## config.mk

```make
export PLATFORM = sky130hd
export DESIGN_NAME = wdog_top
export DESIGN_NICKNAME = d
export VERILOG_FILES = /design/src/rtl/wdog_pkg.sv /design/src/rtl/wdog_regs.sv /design/src/rtl/wdog_counter.sv /design/src/rtl/wdog_action.sv /design/src/rtl/wdog_top.sv
export SDC_FILE = /design/constraint.sdc
export NUM_CORES = 1
export LEC_CHECK = 0
export BUFFER_PORTS_ARGS = -buffer_cell sky130_fd_sc_hd__buf_4
export CELL_PAD_IN_SITES_DETAIL_PLACEMENT = 2
export CELL_PAD_IN_SITES_GLOBAL_PLACEMENT = 2
export CORE_ASPECT_RATIO = 1.5
export CORE_MARGIN = 8
export CORE_UTILIZATION = 39
export DETAILED_ROUTE_END_ITERATION = 6
export GPL_TIMING_DRIVEN = 0
export PLACE_DENSITY = 0.95
export SETUP_SLACK_MARGIN = 0.4
export SYNTH_ARGS = -nofsm -noshare
export SYNTH_HDL_FRONTEND = slang
export SYNTH_HIERARCHICAL = 1
export SYNTH_SLANG_ARGS = --single-unit
```

## constraint.sdc

```tcl
create_clock -name clk_i -period 4.75 [get_ports clk_i]
set_input_delay 0.475 -clock clk_i [delete_from_list [all_inputs] [get_ports clk_i]]
set_output_delay 0.475 -clock clk_i [all_outputs]
set_load 0.02 [all_outputs]
```

## src/rtl/wdog_pkg.sv

```systemverilog
package wdog_pkg;
  localparam logic [1:0] ADDR_CTRL  = 2'd0;
  localparam logic [1:0] ADDR_LOAD  = 2'd1;
  localparam logic [1:0] ADDR_KICK  = 2'd2;
  localparam logic [1:0] ADDR_COUNT = 2'd3;

  localparam logic [1:0] ACT_NONE  = 2'd0;
  localparam logic [1:0] ACT_RESET = 2'd1;
  localparam logic [1:0] ACT_NMI   = 2'd2;
  localparam logic [1:0] ACT_IRQ   = 2'd3;

  localparam int CTRL_EN   = 0;
  localparam int CTRL_ACT  = 1;
  localparam int CTRL_STAT = 3;
endpackage

```

## src/rtl/wdog_regs.sv

```systemverilog
module wdog_regs
  import wdog_pkg::*;
#(
  parameter int          W          = 32,
  parameter logic [W-1:0] RESET_LOAD = '1
) (
  input  logic         clk_i,
  input  logic         rst_ni,
  input  logic         wr_en_i,
  input  logic [1:0]   addr_i,
  input  logic [W-1:0] wdata_i,
  input  logic [W-1:0] cnt_i,
  input  logic         stat_i,
  output logic         en_o,
  output logic [1:0]   act_o,
  output logic [W-1:0] load_o,
  output logic         start_o,
  output logic         kick_o,
  output logic         clr_o,
  output logic [W-1:0] rdata_o
);
  localparam int CTRL_W = CTRL_STAT + 1;

  logic wr_ctrl, wr_load;

  assign wr_ctrl = wr_en_i && (addr_i == ADDR_CTRL);
  assign wr_load = wr_en_i && (addr_i == ADDR_LOAD);
  assign kick_o  = wr_en_i && (addr_i == ADDR_KICK);
  assign start_o = wr_ctrl && wdata_i[CTRL_EN] && !en_o;
  assign clr_o   = wr_ctrl && wdata_i[CTRL_STAT];

  always_ff @(posedge clk_i or negedge rst_ni) begin
    if (!rst_ni) begin
      en_o   <= 1'b0;
      act_o  <= ACT_NONE;
      load_o <= RESET_LOAD;
    end else begin
      if (wr_ctrl) begin
        en_o  <= wdata_i[CTRL_EN];
        act_o <= wdata_i[CTRL_ACT +: 2];
      end
      // count value locked while running
      if (wr_load && !en_o) load_o <= wdata_i;
    end
  end

  always_comb begin
    rdata_o = '0;
    unique case (addr_i)
      ADDR_CTRL:  rdata_o[CTRL_W-1:0] = {stat_i, act_o, en_o};
      ADDR_LOAD:  rdata_o = load_o;
      ADDR_KICK:  rdata_o = '0;
      ADDR_COUNT: rdata_o = cnt_i;
      default:    rdata_o = '0;
    endcase
  end

  AST_LOAD_LOCK: assert property (@(posedge clk_i) disable iff (!rst_ni)
    en_o |=> $stable(load_o));
endmodule

```

## src/rtl/wdog_counter.sv

```systemverilog
module wdog_counter #(
  parameter int W = 32
) (
  input  logic         clk_i,
  input  logic         rst_ni,
  input  logic         en_i,
  input  logic [W-1:0] load_i,
  input  logic         start_i,
  input  logic         kick_i,
  output logic [W-1:0] cnt_o,
  output logic         expire_o
);
  logic tripped_q;
  logic reload;

  assign reload   = start_i || kick_i;
  // kick on the zero cycle wins over expiry
  assign expire_o = en_i && !tripped_q && (cnt_o == '0) && !reload;

  always_ff @(posedge clk_i or negedge rst_ni) begin
    if (!rst_ni) begin
      cnt_o     <= '0;
      tripped_q <= 1'b0;
    end else if (reload) begin
      cnt_o     <= load_i;
      tripped_q <= 1'b0;
    end else if (en_i && !tripped_q) begin
      if (cnt_o == '0) tripped_q <= 1'b1;
      else             cnt_o     <= cnt_o - 1'b1;
    end
  end

  AST_DEC_STEP: assert property (@(posedge clk_i) disable iff (!rst_ni)
    (en_i && !tripped_q && cnt_o != '0 && !reload) |=> (cnt_o == $past(cnt_o) - 1'b1));
  AST_NO_REFIRE: assert property (@(posedge clk_i) disable iff (!rst_ni)
    expire_o |=> !expire_o);
  AST_HOLD_ZERO: assert property (@(posedge clk_i) disable iff (!rst_ni)
    (tripped_q && !reload) |=> (tripped_q && cnt_o == '0));
endmodule

```

## src/rtl/wdog_action.sv

```systemverilog
module wdog_action
  import wdog_pkg::*;
(
  input  logic       clk_i,
  input  logic       por_ni,
  input  logic       rst_ni,
  input  logic       expire_i,
  input  logic [1:0] act_i,
  input  logic       clr_i,
  output logic       stat_o,
  output logic       rst_req_o,
  output logic       nmi_o,
  output logic       irq_o
);
  logic rst_n_all;
  assign rst_n_all = por_ni && rst_ni;

  // power-on domain only: survives the reset it requests
  always_ff @(posedge clk_i or negedge por_ni) begin
    if (!por_ni)       stat_o <= 1'b0;
    else if (expire_i) stat_o <= 1'b1;
    else if (clr_i)    stat_o <= 1'b0;
  end

  always_ff @(posedge clk_i or negedge rst_n_all) begin
    if (!rst_n_all) begin
      rst_req_o <= 1'b0;
      nmi_o     <= 1'b0;
      irq_o     <= 1'b0;
    end else begin
      rst_req_o <= expire_i && (act_i == ACT_RESET);
      if (expire_i && act_i == ACT_NMI) nmi_o <= 1'b1;
      else if (clr_i)                   nmi_o <= 1'b0;
      if (expire_i && act_i == ACT_IRQ) irq_o <= 1'b1;
      else if (clr_i)                   irq_o <= 1'b0;
    end
  end

  AST_RST_PULSE: assert property (@(posedge clk_i) disable iff (!rst_n_all)
    rst_req_o |=> !rst_req_o);
  AST_IRQ_HOLD: assert property (@(posedge clk_i) disable iff (!rst_n_all)
    (irq_o && !clr_i) |=> irq_o);
  AST_NMI_HOLD: assert property (@(posedge clk_i) disable iff (!rst_n_all)
    (nmi_o && !clr_i) |=> nmi_o);
  AST_STAT_STICKY: assert property (@(posedge clk_i) disable iff (!por_ni)
    (stat_o && !clr_i) |=> stat_o);
endmodule

```

## src/rtl/wdog_top.sv

```systemverilog
module wdog_top #(
  parameter int           W          = 32,
  parameter logic [W-1:0] RESET_LOAD = '1
) (
  input  logic         clk_i,
  input  logic         por_ni,
  input  logic         rst_ni,
  input  logic         wr_en_i,
  input  logic [1:0]   addr_i,
  input  logic [W-1:0] wdata_i,
  output logic [W-1:0] rdata_o,
  output logic         rst_req_o,
  output logic         nmi_o,
  output logic         irq_o
);
  logic         rst_n_all;
  logic         en, start, kick, clr, expire, stat;
  logic [1:0]   act;
  logic [W-1:0] load, cnt;

  assign rst_n_all = por_ni && rst_ni;

  wdog_regs #(.W(W), .RESET_LOAD(RESET_LOAD)) u_regs (
    .clk_i, .rst_ni(rst_n_all), .wr_en_i, .addr_i, .wdata_i,
    .cnt_i(cnt), .stat_i(stat), .en_o(en), .act_o(act), .load_o(load),
    .start_o(start), .kick_o(kick), .clr_o(clr), .rdata_o
  );

  wdog_counter #(.W(W)) u_cnt (
    .clk_i, .rst_ni(rst_n_all), .en_i(en), .load_i(load),
    .start_i(start), .kick_i(kick), .cnt_o(cnt), .expire_o(expire)
  );

  wdog_action u_act (
    .clk_i, .por_ni, .rst_ni, .expire_i(expire), .act_i(act), .clr_i(clr),
    .stat_o(stat), .rst_req_o, .nmi_o, .irq_o
  );

  AST_ONE_EXPIRY_ACTION: assert property (@(posedge clk_i) disable iff (!rst_n_all)
    rst_req_o |-> stat);
endmodule

```

; ---- After elaboration in Yosys (flattened, before gate mapping)
; Cells that the tools add are included.
[totals]
out_inout_bits = 35
reg_bits = 72
inputBits = 38
word_cells = 56
[classes]
muxes = 12
n_reduce_logical = 27
add_sub_neg = 1
n_eq_ne = 7
[op_table]
columns = cell, count
row1 = 2-to-1 mux 32 bit, 3
row2 = case mux 28 bit (2 select lines), 1
row3 = zero test 32 bit, 1
row4 = "subtractor 32 x 1 -> 32 bit, second input constant", 1
row5 = case mux 4 bit (4 select lines), 1
row6 = logical AND 1 bit, 14
row7 = nonzero test 2 bit, 5
row8 = "equality test 2 bit, second input constant", 4
row9 = 2-to-1 mux 1 bit, 7
row10 = "equality test 2 x 1 -> 1 bit, second input constant", 2
row11 = AND reduction 2 bit, 2
row12 = zero test 1 bit, 3
row13 = zero test 2 bit, 1
row14 = "!= test 2 x 1 -> 1 bit, second input constant", 1
row15 = logical OR 1 bit, 1

; ---- Depth between registers and ports, before layout
[depth]
depth_word = 9
ltp_mapped = 9
depth_no_buf = 8

; ---- Modules after synthesis
; Netlist, hierarchy kept.
[by_module_without_submodules]
columns = mod, instances, seq_area_each_um2, area_per_inst_um2, cells_each
row1 = wdog_counter, 1, 825.8, 2162.1, 250
row2 = wdog_regs, 1, 915.9, 1966.9, 155
row3 = wdog_action, 1, 100.1, 150.1, 12
row4 = wdog_top, 1, 0.0, 6.3, 1

; ---- Worst setup path after synthesis
; OpenSTA, ideal clock, no wires.
[synth_path]
kind = reg-to-reg
start = register u_cnt.cnt_o[4]
end = register u_cnt.cnt_o[13]
stages_incl_launch_ff = 7
synth_period_minus_slack_ns = 2.375
slack_ns = 2.375
required_time_ns = 4.668
arrival_ns = 2.293
n_path_buf = 1
path_cell_list = dfrtp_1 or4_4 or3_1 buf_6 or4_1 or3_1 a31oi_1
[synth_between]
elab_chain_len = 4
[synth_lines]
columns = element, line_no
row1 = start: declaration, wdog_counter.sv:10  ; output logic [W-1:0] cnt_o,
row2 = start signal: assignment, wdog_counter.sv:25  ; cnt_o <= load_i;
row3 = start signal: assignment, wdog_counter.sv:29  ; else cnt_o <= cnt_o - 1'b1;
row4 = subtractor 32 x 1 -> 32 bit, wdog_counter.sv:29
row5 = 2-to-1 mux 32 bit, wdog_counter.sv:28  ; if (cnt_o == '0) tripped_q <= 1'b1;
row6 = 2-to-1 mux 32 bit, wdog_counter.sv:27  ; end else if (en_i && !tripped_q) begin
row7 = 2-to-1 mux 32 bit, wdog_counter.sv:24  ; end else if (reload) begin
; Several ways; a longest one is shown, not always the timed one. The select of a mux whose other input is x is not followed.
; A chain may end at the register's enable or synchronous reset.

; ---- Final worst setup path
[layout_path]
start = input port addr_i[1]
end = register u_cnt.cnt_o[0]
[layout_between]
elab_chain_len = 7
[layout_lines]
columns = element, line_no
row1 = start: declaration, wdog_top.sv:9  ; input logic [1:0] addr_i,
row2 = zero test 2 bit (*), wdog_regs.sv:26  ; assign wr_ctrl = wr_en_i && (addr_i == ADDR_CTRL);
row3 = logical AND 1 bit (*), wdog_regs.sv:26
row4 = logical AND 1 bit (*) (2 in a row), wdog_regs.sv:29  ; assign start_o = wr_ctrl && wdata_i[CTRL_EN] && !en_o;
row5 = via start, wdog_top.sv:17  ; logic en, start, kick, clr, expire, stat;
row6 = logical OR 1 bit (*), wdog_counter.sv:16  ; assign reload = start_i || kick_i;
row7 = != test 2 x 1 -> 1 bit (no line) / nonzero test 2 bit (equally long branches), --
row8 = AND reduction 2 bit (no line), --
; The timed path passes the listed nets; every way through them passes the cells marked *.

==> flow_summary.toml <==
[status]
outcome = "finished clean"

[final_layout]
synthToLayoutAreaGrowth_pct = 24.6
num-nets-final = 541
n_antenna_cell = 0
layout-drive-gt1-share = 0.306
fillCellCount = 1141
fin_area_um2 = 5340

[worst_setup_path]
crit_family = "buffers and inverters"
crit_type = "input pin to flop"
end_kind = "flop"
reg2reg_slack_ns = 1.75
worstPathCellList = "buf_4, nor3b_1, and3b_1, or2_2, clkbuf_1, clkbuf_1, clkbuf_1, nand2_1, o21ai_0"
r2r_start = "u_cnt/cnt_o[26]$_DFFE_PN0P_"
start_kind = "input pin"
r2r_cells = 5
timing.rr.end = "u_cnt/cnt_o[13]$_DFFE_PN0P_"
cp.required_ns = 4.99
worstPathMaxFanout = 10
critPathMaxStageDelay_ns = 0.76
slowest_stage = "nor3b_1"
arrival_ns = 3.75
path_common_cell = "clkbuf_1"
cp_num_buf_inv = 4

[route]
drtAntennaViolNets = 0
drt-pass1-iter-count = 4
vias = 3959
drt-total-wl_um = 16800
drt-initial-drc-count = 152
wire_per_inst_um = 25.7
via_per_inst = 6.05
drc = 0

[cts]
clock_latency_ns = 0.34
cts_resized = 0
cts.htree.levels = 3
clockRootBuffer = "clkbuf_16"
clock_path_buffers = 2
clkSinkCount = 72
cts_buffers = 9
path_clk_slew_ns = 0.06
cts_tree = "built"
post-cts-setup-buffer-count = 0

[floorplan]
rows = 47
ios = 73
placeableCoreArea_um2 = 10900
initial_core_util = 0.394
dieArea_um2 = 14700
die_y_um = 144
die_w_um = 102

[flow_run]
cap_violations = 0

[synth]
synth.cell_area_um2 = 4290
synth_area_per_cell_um2 = 10.3
ys_seq_area_frac = 0.430
syn_nets = 457
netlist_top_cells_count = "dfrtp_1 (40), mux2i_1 (34), dfstp_2 (32), mux2_1 (30), nor2b_1 (30)"
synth_edf_count = 0
synthTopCellsByArea = "dfrtp_1 (23%), dfstp_2 (20%), mux2i_1 (7.9%)"
yosysTopAreaCell = "dfrtp_1"
synth_warnings = 6
synth_ff_type = "dfrtp_1"
synth-seq-cells = 72
synth_most_common_cell = "dfrtp_1"
synth_top_area_frac = 0.234
syn_inst = 418
async_flop_share = 1.00
ys_types = 62

[placement]
hpwl_um = 11800
dp_slack_ns = 1.11
gp_congestion = 0.881
placed_cell_area_um2 = 5010
portBuffers = 72

[power]
vdd_ir_drop_max_mv = 0.207
leakagePower_uw = 0.00223
cellPowerDensity_nw_per_um2 = 504

[timing]
hold_violations = 0
setup_viol = 0
finalCritPeriodShare = 0.740
fin_crit_ns = 3.51
tightestPinTransition_ns = 0.942
rsz0062_at_grt = "false"
timing.final.ws_setup_ns = 1.24
clock_skew_ns = 0.00722
finalSetupTns_ns = 0
slew_viol_final = 0
fmax_mhz = 285
slew_headroom = 0.372

[grt]
track_usage = 0.240
grt_pass1_vias = 4664
grt_pass1_wl_um = 26600
antenna_found_initial = 0
grt_max_degree = 69
overflow = 0

[worst_hold_path]
hold_class = "input pin to asynchronous set/reset pin"
cells in the final DEF (no fill, tap or decap), types with 4 or more instances in the layout:
cell	netlist	layout
nand4_1	4	4
nor2_1	28	28
mux2i_1	34	34
o211ai_1	7	7
nor4_1	9	9
inv_1	6	6
buf_6	6	6
mux2_1	30	30
dfrtp_1	40	40
dfstp_2	32	32
o41ai_1	5	5
nor2b_1	30	30
mux2_2	5	5
buf_4	3	75
or4_1	7	7
nand2_1	27	27
or3_1	7	7
nand3_1	16	16
nor3_1	5	5
a21oi_1	5	5
clkbuf_16	0	9
clkbuf_1	15	18
or2_2	5	5
o21ai_0	17	17
buf_2	4	4
a31oi_1	13	13
how the worst max path moves through the flow:
stage               startpoint                          end  cells past startpoint
floorplan               rst_ni   u_cnt/cnt_o[0]$_DFFE_PN0P_                      1
global placement        por_ni  u_cnt/cnt_o[19]$_DFFE_PN0P_                      2
detailed placement   addr_i[1]  u_cnt/cnt_o[28]$_DFFE_PN0P_                      9
CTS                  addr_i[1]   u_cnt/cnt_o[0]$_DFFE_PN0P_                      9
global route         addr_i[1]   u_cnt/cnt_o[0]$_DFFE_PN0P_                      9
finish               addr_i[1]   u_cnt/cnt_o[0]$_DFFE_PN0P_                      9
metrics by stage:
stage | util | instances | hold WS (ns) | total power (uW)
detailed placement | 0.461 | 637 | 0.265 | 1930
global placement | 0.460 | 637 | 0.258 | 1820
finish | 0.491 | 654 | 0.0459 | 2690
global route | 0.491 | 654 | 0.0622 | 2820
CTS | 0.491 | 654 | 0.0436 | 2710
floorplan | - | 418 | 0.179 | 1560
where the power goes:
part	total (uW)	switching [uW]	internal (uW)
Combinational	823	469	354
Clock	738	264	474
Sequential	1130	258	874
timing repair:
action	CTS	global route
endpoints found under the setup margin	0	0
hold endpoints to repair	1	0
hold buffers	1	0
area by class of cell:
cell class	count	area [um2]	share of cell area
Buffer	28	166	0.0312
Clock buffer	13	250	0.0469
Clock inverter	3	65.1	0.0122
Inverter	6	22.5	0.00422
Multi-Input combinational cell	312	2260	0.423
Sequential cell	72	1840	0.345
Tap cell	147	184	0.0345
Timing Repair Buffer	73	551	0.103
kinds of logic (layout without fill, tap and decap cells):
logic type	Yosys count	in the layout	synth area share
compound gates	73	73	0.123
fa+ha+maj	1	1	0.00292
xor+xnor	3	3	0.00613
mux	69	69	0.171
simple gates	166	166	0.222
flops	72	72	0.430
buf+inv	34	123	0.0441
layer usage:
metal	GRT usage	share of wire	up-vias
met5	0	0	-
met4	0.121	0.037	0
met3	0.0366	0.043	48
met2	0.451	0.56	128
met1	0.249	0.36	2063
li1	-	-	1720
state kept, by name (all words and copies together) (netlist names):
signal / count
u_cnt/cnt_o: 32
u_regs/load_o: 32
u_regs/act_o: 2
u_act/irq_o: 1
u_act/nmi_o: 1
u_act/rst_req_o: 1
u_act/stat_o: 1
u_cnt/tripped_q: 1
u_regs/en_o: 1
worst reg2reg max path, delay by kind of cell, from the launching register on:
family | cells | cell delay, ns
AOI/OAI and AO/OA | 2 | 0.48
DFF | 1 | 0.46
and+or+nand+nor | 3 | 1.99
Note: power is estimated with default switching activity, not from simulation.
